===== src/rtl/spi_fifo_pkg.sv =====
package spi_fifo_pkg;

    localparam logic [7:0] OFS_SOFTRST = 8'h40;
    localparam logic [7:0] OFS_CTRL    = 8'h60;
    localparam logic [7:0] OFS_STAT    = 8'h64;
    localparam logic [7:0] OFS_TXDATA  = 8'h68;
    localparam logic [7:0] OFS_RXDATA  = 8'h6C;
    localparam logic [7:0] OFS_SSMASK  = 8'h70;
    localparam logic [7:0] OFS_TXLVL   = 8'h74;
    localparam logic [7:0] OFS_RXLVL   = 8'h78;

    localparam logic [31:0] SOFTRST_KEY   = 32'h0000_000A;
    localparam logic [31:0] EMPTY_READ    = 32'hDEAD_BEEF;
    localparam logic [31:0] SS_MASK_RESET = 32'h0000_0001;

    localparam int CTRL_TXCLR_BIT = 5;
    localparam int CTRL_RXCLR_BIT = 6;
    localparam int CTRL_HOLD_BIT  = 8;

    typedef struct packed {
        logic        hold;
        logic [31:0] ss_mask;
        logic [31:0] rdata;
        logic        ovr;
    } ctl_state_t;

endpackage


===== src/rtl/spi_byte_fifo.sv =====
module spi_byte_fifo #(
    parameter int DEPTH = 256
) (
    input  logic                         clk,
    input  logic                         rst_n,
    input  logic                         clr,
    input  logic                         push,
    input  logic [7:0]                   push_data,
    input  logic                         pop,
    output logic [7:0]                   head,
    output logic [$clog2(DEPTH+1)-1:0]   count,
    output logic                         empty,
    output logic                         full
);
    localparam int PTR_W = (DEPTH > 1) ? $clog2(DEPTH) : 1;
    localparam int CNT_W = $clog2(DEPTH + 1);

    typedef struct packed {
        logic [PTR_W-1:0] wr;
        logic [PTR_W-1:0] rd;
        logic [CNT_W-1:0] cnt;
    } fifo_state_t;

    fifo_state_t q, d;
    logic [7:0]  mem [DEPTH];
    logic        do_push, do_pop;

    function automatic logic [PTR_W-1:0] ptr_inc(input logic [PTR_W-1:0] p);
        return (p == PTR_W'(DEPTH - 1)) ? '0 : p + 1'b1;
    endfunction

    assign empty   = (q.cnt == '0);
    assign full    = (q.cnt == CNT_W'(DEPTH));
    assign count   = q.cnt;
    assign head    = mem[q.rd];
    assign do_push = push && !full && !clr;
    assign do_pop  = pop && !empty && !clr;

    always_comb begin
        d = q;
        if (clr) begin
            d = '0;
        end else begin
            if (do_push) d.wr = ptr_inc(q.wr);
            if (do_pop)  d.rd = ptr_inc(q.rd);
            if (do_push && !do_pop)      d.cnt = q.cnt + 1'b1;
            else if (do_pop && !do_push) d.cnt = q.cnt - 1'b1;
        end
    end

    always_ff @(posedge clk or negedge rst_n) begin
        if (!rst_n) q <= '0;
        else        q <= d;
    end

    always_ff @(posedge clk) begin
        if (do_push) mem[q.wr] <= push_data;
    end


    fifo_cap_chk: assert property (@(posedge clk) disable iff (!rst_n)
        q.cnt <= CNT_W'(DEPTH));


    full_drop_chk: assert property (@(posedge clk) disable iff (!rst_n)
        (push && full && !pop && !clr) |=> (q.cnt == $past(q.cnt)));

endmodule


===== src/rtl/spi_byte_shifter.sv =====
module spi_byte_shifter #(
    parameter int HALF_DIV = 4
) (
    input  logic       clk,
    input  logic       rst_n,
    input  logic       abort,
    input  logic       start,
    input  logic [7:0] tx_byte,
    input  logic       miso,
    output logic       busy,
    output logic       done,
    output logic [7:0] rx_byte,
    output logic       sclk,
    output logic       mosi
);
    localparam int CNT_W = (HALF_DIV > 1) ? $clog2(HALF_DIV) : 1;

    typedef struct packed {
        logic             busy;
        logic             sclk;
        logic [CNT_W-1:0] cnt;
        logic [2:0]       bitn;
        logic [7:0]       sh;
        logic [7:0]       rx;
        logic             done;
    } shift_state_t;

    shift_state_t q, d;

    assign busy    = q.busy;
    assign done    = q.done;
    assign rx_byte = q.rx;
    assign sclk    = q.sclk;
    assign mosi    = q.sh[7];

    always_comb begin
        d      = q;
        d.done = 1'b0;
        if (abort) begin
            d.busy = 1'b0;
            d.sclk = 1'b0;
            d.cnt  = '0;
            d.bitn = '0;
        end else if (!q.busy) begin
            if (start) begin
                d.busy = 1'b1;
                d.sclk = 1'b0;
                d.cnt  = '0;
                d.bitn = '0;
                d.sh   = tx_byte;
            end
        end else if (q.cnt == CNT_W'(HALF_DIV - 1)) begin
            d.cnt = '0;
            if (!q.sclk) begin
                d.sclk = 1'b1;
                d.rx   = {q.rx[6:0], miso};
            end else begin
                d.sclk = 1'b0;
                if (q.bitn == 3'd7) begin
                    d.busy = 1'b0;
                    d.done = 1'b1;
                end else begin
                    d.sh   = {q.sh[6:0], 1'b0};
                    d.bitn = q.bitn + 3'd1;
                end
            end
        end else begin
            d.cnt = q.cnt + 1'b1;
        end
    end

    always_ff @(posedge clk or negedge rst_n) begin
        if (!rst_n) q <= '0;
        else        q <= d;
    end


    sclk_idle_chk: assert property (@(posedge clk) disable iff (!rst_n)
        !q.busy |-> !q.sclk);


    mosi_hold_chk: assert property (@(posedge clk) disable iff (!rst_n)
        (q.sclk && $past(q.sclk)) |-> $stable(q.sh[7]));

endmodule


===== src/rtl/spi_ss_decode.sv =====
module spi_ss_decode #(
    parameter int NUM_SS = 4
) (
    input  logic [31:0]       mask,
    output logic [NUM_SS-1:0] sel_n
);
    logic [5:0] idx;
    logic       found;

    always_comb begin
        idx   = '0;
        found = 1'b0;
        for (int i = 31; i >= 0; i--) begin
            if (!mask[i]) begin
                idx   = 6'(i);
                found = 1'b1;
            end
        end
    end

    for (genvar j = 0; j < NUM_SS; j++) begin : g_sel
        assign sel_n[j] = !(found && (idx == 6'(j)));
    end

endmodule


===== src/rtl/spi_fifo_master.sv =====
module spi_fifo_master
    import spi_fifo_pkg::*;
#(
    parameter int FIFO_DEPTH = 256,
    parameter int NUM_SS     = 4,
    parameter int CLK_DIV    = 4
) (
    input  logic              clk,
    input  logic              rst_n,
    input  logic              reg_sel,
    input  logic              reg_wr,
    input  logic [7:0]        reg_addr,
    input  logic [31:0]       reg_wdata,
    output logic [31:0]       reg_rdata,
    output logic              spi_sclk,
    output logic              spi_mosi,
    input  logic              spi_miso,
    output logic [NUM_SS-1:0] slave_sel_n,
    output logic              evt_tx_empty,
    output logic              evt_rx_avail,
    output logic              evt_rx_overrun
);
    localparam int CNT_W = $clog2(FIFO_DEPTH + 1);

    ctl_state_t q, d;

    logic             wr_req, rd_req, srst;
    logic             tx_clr, rx_clr, tx_push, rx_pop, rx_push;
    logic             tx_empty, tx_full, rx_empty, rx_full;
    logic [7:0]       tx_head, rx_head;
    logic [CNT_W-1:0] tx_count, rx_count;
    logic             eng_start, eng_busy, eng_done;
    logic [7:0]       eng_rx;

    assign wr_req  = reg_sel && reg_wr;
    assign rd_req  = reg_sel && !reg_wr;
    assign srst    = wr_req && (reg_addr == OFS_SOFTRST) && (reg_wdata == SOFTRST_KEY);
    assign tx_clr  = srst || (wr_req && (reg_addr == OFS_CTRL) && reg_wdata[CTRL_TXCLR_BIT]);
    assign rx_clr  = srst || (wr_req && (reg_addr == OFS_CTRL) && reg_wdata[CTRL_RXCLR_BIT]);
    assign tx_push = wr_req && (reg_addr == OFS_TXDATA);
    assign rx_pop  = rd_req && (reg_addr == OFS_RXDATA);
    assign rx_push = eng_done;

    assign eng_start = !q.hold && !tx_empty && !eng_busy && !tx_clr;

    spi_byte_fifo #(.DEPTH(FIFO_DEPTH)) i_tx_fifo (
        .clk(clk), .rst_n(rst_n), .clr(tx_clr),
        .push(tx_push), .push_data(reg_wdata[7:0]),
        .pop(eng_start), .head(tx_head), .count(tx_count),
        .empty(tx_empty), .full(tx_full)
    );

    spi_byte_fifo #(.DEPTH(FIFO_DEPTH)) i_rx_fifo (
        .clk(clk), .rst_n(rst_n), .clr(rx_clr),
        .push(rx_push), .push_data(eng_rx),
        .pop(rx_pop), .head(rx_head), .count(rx_count),
        .empty(rx_empty), .full(rx_full)
    );

    spi_byte_shifter #(.HALF_DIV(CLK_DIV)) i_shifter (
        .clk(clk), .rst_n(rst_n), .abort(srst),
        .start(eng_start), .tx_byte(tx_head), .miso(spi_miso),
        .busy(eng_busy), .done(eng_done), .rx_byte(eng_rx),
        .sclk(spi_sclk), .mosi(spi_mosi)
    );

    spi_ss_decode #(.NUM_SS(NUM_SS)) i_ss_decode (
        .mask(q.ss_mask), .sel_n(slave_sel_n)
    );

    always_comb begin
        d     = q;
        d.ovr = rx_push && rx_full && !rx_clr;
        if (rd_req) begin
            unique case (reg_addr)
                OFS_CTRL:   d.rdata = 32'(q.hold) << CTRL_HOLD_BIT;
                OFS_STAT:   d.rdata = {28'd0, tx_full, tx_empty, rx_full, rx_empty};
                OFS_RXDATA: d.rdata = rx_empty ? EMPTY_READ : {24'd0, rx_head};
                OFS_SSMASK: d.rdata = q.ss_mask;
                OFS_TXLVL:  d.rdata = 32'(tx_count);
                OFS_RXLVL:  d.rdata = 32'(rx_count);
                default:    d.rdata = '0;
            endcase
        end
        if (srst) begin
            d.hold    = 1'b0;
            d.ss_mask = SS_MASK_RESET;
            d.ovr     = 1'b0;
        end else if (wr_req && reg_addr == OFS_CTRL) begin
            d.hold = reg_wdata[CTRL_HOLD_BIT];
        end else if (wr_req && reg_addr == OFS_SSMASK) begin
            d.ss_mask = reg_wdata;
        end
    end

    always_ff @(posedge clk or negedge rst_n) begin
        if (!rst_n) begin
            q         <= '0;
            q.ss_mask <= SS_MASK_RESET;
        end else begin
            q <= d;
        end
    end

    assign reg_rdata      = q.rdata;
    assign evt_tx_empty   = tx_empty;
    assign evt_rx_avail   = !rx_empty;
    assign evt_rx_overrun = q.ovr;


    ss_onehot_chk: assert property (@(posedge clk) disable iff (!rst_n)
        $onehot0(~slave_sel_n));


    hold_no_start_chk: assert property (@(posedge clk) disable iff (!rst_n)
        (q.hold && !eng_busy) |=> !eng_busy);


    ovr_full_chk: assert property (@(posedge clk) disable iff (!rst_n)
        evt_rx_overrun |-> $past(rx_full));


    empty_pop_chk: assert property (@(posedge clk) disable iff (!rst_n)
        (rx_pop && rx_empty && !rx_push && !rx_clr) |=> (rx_count == '0));

endmodule


===== config.mk =====
export PLATFORM = sky130hd
export DESIGN_NAME = spi_fifo_master
export DESIGN_NICKNAME = d
export VERILOG_FILES = /design/src/rtl/spi_fifo_pkg.sv /design/src/rtl/spi_byte_fifo.sv /design/src/rtl/spi_byte_shifter.sv /design/src/rtl/spi_ss_decode.sv /design/src/rtl/spi_fifo_master.sv
export SDC_FILE = /design/constraint.sdc
export NUM_CORES = 2
export LEC_CHECK = 0
export BUFFER_PORTS_ARGS = -buffer_cell sky130_fd_sc_hd__buf_2
export CORE_ASPECT_RATIO = 1.2
export CORE_MARGIN = 5
export CORE_UTILIZATION = 45
export CTS_CLUSTER_DIAMETER = 40
export DETAILED_ROUTE_END_ITERATION = 12
export PLACE_DENSITY = 0.69
export SETUP_SLACK_MARGIN = 0.4
export SYNTH_ARGS = -nofsm -noshare
export SYNTH_HDL_FRONTEND = slang
export SYNTH_SLANG_ARGS = --single-unit

===== constraint.sdc =====
create_clock -name clk -period 3.7 [get_ports clk]
set_input_delay 0.37 -clock clk [delete_from_list [all_inputs] [get_ports clk]]
set_output_delay 0.37 -clock clk [all_outputs]
set_load 0.02 [all_outputs]

==> reports/qor.csv <==
metric;value;unit
status;finished, final reports clean;
setup_viol;0;
ys_seq_elements;4236;
dpl.hpwl;277;mm
grt_pass1_wl;640;mm
numCtsBuffers;520;
grt_overflow_total;0;
start_util;45.1;%
drive_gt1_share;29.9;%
die_y;677;µm
yosysSeqAreaShare;75.8;%
row_count;245;
clkTransAtPathRegs;0.05;ns
io_buffer_count;85;
maxSlewHeadroom;21.4;%
area_delta_synth_final;18.7;%
critical-path-top-delay-family;compound AO/OA/AOI/OAI gates;
power;134;mW
drv_cap;0;
synthMuxAreaShare;15.6;%
period_needed;3.38;ns
synth.avg_cell_area;20.1;µm²
gp_congestion;0.877;
final_util;53.5;%
syn-num-nets;8390;
cts_buffer_depth;4;
synth_edf_count;4096;
die_area;383000;µm²
crit_chain;buf_12 > buf_4 > buf_4 > mux4_2 > mux4_2 > mux2i_1 > buf_4 > o21ai_1 > nand3b_1 > a41oi_1 > a2bb2oi_1;
synthCells;8314;
antenna_found_initial;16;
regArea;127000;µm²
fin_worst_skew;0.0508;ns
crit_path_top_delay_cell;dfrtp_4;
drv_slew;0;
p_leak;65.3;nW
timing.final.crit_share;91.5;%
wirelength;444;mm
fillers;27864;
post_drt_wl_per_cell;30.2;µm
hold_class;input port to register;
synthXorXnorAreaFrac;0.0997;%
final_cell_mix;edfxtp_1 (4096), mux4_2 (949), buf_4 (783);
grt_max_degree;163;
layout_commonest_cell;edfxtp_1;
worst_path_most_repeated_cell;buf_4;
slowest_delay;0.58;ns
grt_use_met1;27.9;%
async_flop_share;3.31;%
drtIter0Drc;10575;
worst-path-buf-inv;4;
drc;0;
drtAntennaViolNets;0;
io_pins;86;
ys_types;79;
grt-busiest-layer;met2;
die_w;566;µm
first_pass_iters;6;
worstMarginPinSlew;1.18;ns
use_met2;38.1;%
hold_viol_final;0;
cts-root-buf;clkbuf_16;
yosysWarningCount;0;
htreeDepth;6;
path_class;register to register;
crit_fanout;9;
numClockSinks;4236;
synth_compound_gate_area_share;3.15;%
use_met3;4.24;%
start_kind;register;
cp.required;4.62;ns
power-per-cell-area;679;nW/µm²
rsz0062_at_grt;true;
yosys.area_share.simple;3.29;%
placed_cells;13626;
arrival;4.30;ns
syn_area;167000;µm²
fin_nets;9420;
worst_setup_path_end_kind;register;
irDropWorstVdd;0.000622;V
multiInputGateArea;37900;µm²
via_count;88246;
clock_latency;1.01;ns
core_area;370000;µm²
routed_via_density;6.00;
grt_usage;22.5;%
synthAdderAreaFrac;0.241;%
fmax;0.295;GHz
stdcell_count;14718;
synth_top_family_by_area;multiplexers;
cts_tree;yes;
grt_pass1_vias;90447;
yosys_most_used_dff;edfxtp_1;
==> routing by layer <==
metal  vias to the layer above  share of wire (%)
met5                         -              0.010
met4                         8                5.9
met3                      1091                8.3
met2                      4669                 51
met1                     46037                 35
li1                      36441                  -
==> cells in the mapped netlist, types with 22 or more instances <==
cell type / number / area (µm²)
o31ai_1: 23 / 173
nand3_1: 69 / 345
dfrtp_1: 139 / 3480
o221ai_1: 188 / 1650
buf_1: 36 / 135
and2_1: 23 / 144
ha_1: 29 / 363
nand2_1: 330 / 1240
nor3_1: 51 / 255
edfxtp_1: 4096 / 123000
mux2i_1: 445 / 4450
buf_4: 112 / 841
buf_2: 103 / 515
nand4_1: 25 / 156
mux4_2: 949 / 21400
nor2b_1: 30 / 188
a21oi_1: 200 / 1000
inv_1: 27 / 101
o21ai_1: 22 / 110
o21ai_0: 112 / 561
o22ai_1: 97 / 607
nor2_1: 626 / 2350
buf_6: 53 / 597
a211oi_1: 25 / 188
clkbuf_1: 228 / 856
==> worst paths after layout <==
path,startpoint,end,slack (ns),depth (start not counted)
worst min register to register,reg_rdata[29],reg_rdata[29],0.49,2
worst max-delay path,i_rx_fifo.q[9],reg_rdata[1],0.32,11
min in group asynchronous,rst_n,q[33],0.48,3
max in group asynchronous,rst_n,i_tx_fifo.q[11],2.71,4
worst max register to register,i_rx_fifo.q[9],reg_rdata[1],0.32,11
worst min-delay path,reg_wdata[7],i_tx_fifo.mem[37][7],0.11,2
==> registers in the layout (all words and copies together), names as in the netlist <==
register           cells
i_shifter.busy         1
i_tx_fifo.count        9
i_rx_fifo.mem       2048
i_shifter.done         1
i_shifter.q           12
i_tx_fifo.mem       2048
i_rx_fifo.count        9
i_tx_fifo.q           16
q                     33
i_shifter.rx_byte      8
i_shifter.mosi         1
i_shifter.sclk         1
i_rx_fifo.q           16
evt_rx_overrun         1
reg_rdata             32
==> where the power goes <==
part | switching [mW] | leakage, nW | total (mW) | internal (mW)
Combinational | 15.8 | 17.8 | 25.8 | 10.0
Clock | 20.4 | 8.48 | 51.3 | 30.8
Sequential | 1.53 | 39.0 | 57.4 | 55.8
==> stage by stage <==
stage | worst slack [ns] | hold WS [ns] | instance area, µm² | setup TNS [ns]
CTS | 0.365 | 0.00365 | 197000 | 0
floorplan | -0.284 | 0.0744 | 167000 | -72.88
global placement | -0.565 | 0.446 | 178000 | -3.81
detailed placement | -0.504 | 0.451 | 178000 | -2.88
finish | 0.316 | 0.113 | 198000 | 0
global route | 0.277 | 0.0633 | 198000 | 0
==> worst reg2reg max path, cell delays in order (launching register included) <==
cell and delay [ns]:
dfrtp_4 0.58, buf_12 0.20, buf_4 0.19, buf_4 0.16, mux4_2 0.37, mux4_2 0.29, mux2i_1 0.08, buf_4 0.17
o21ai_1 0.37, nand3b_1 0.29, a41oi_1 0.43, a2bb2oi_1 0.18
==> cell type report <==
| cell class | count | area share (%) |
|---|---|---|
| Clock buffer | 598 | 6.81 |
| Clock inverter | 344 | 2.11 |
| Tap cell | 4940 | 3.12 |
| Inverter | 35 | 0.0752 |
| Multi-Input combinational cell | 3511 | 19.1 |
| Antenna cell | 14 | 0.0177 |
| Timing Repair Buffer | 1040 | 4.82 |
| Sequential cell | 4236 | 63.9 |
==> logic make-up after synthesis <==
kind of cell / Yosys count
compound gates: 781
buf+inv: 567
flops: 4236
simple gates: 1270
mux: 1410
fa+ha+maj: 31
xor+xnor: 19
==> timing repair <==
action,in CTS,in global routing
hold buffers,34,0
setup buffers,18,73
gates resized for setup,51,90
setup endpoints to repair,22,24
hold endpoints to repair,225,0
cloned,5,6
pin swaps,9,29
(Power assumes the default switching activity.)
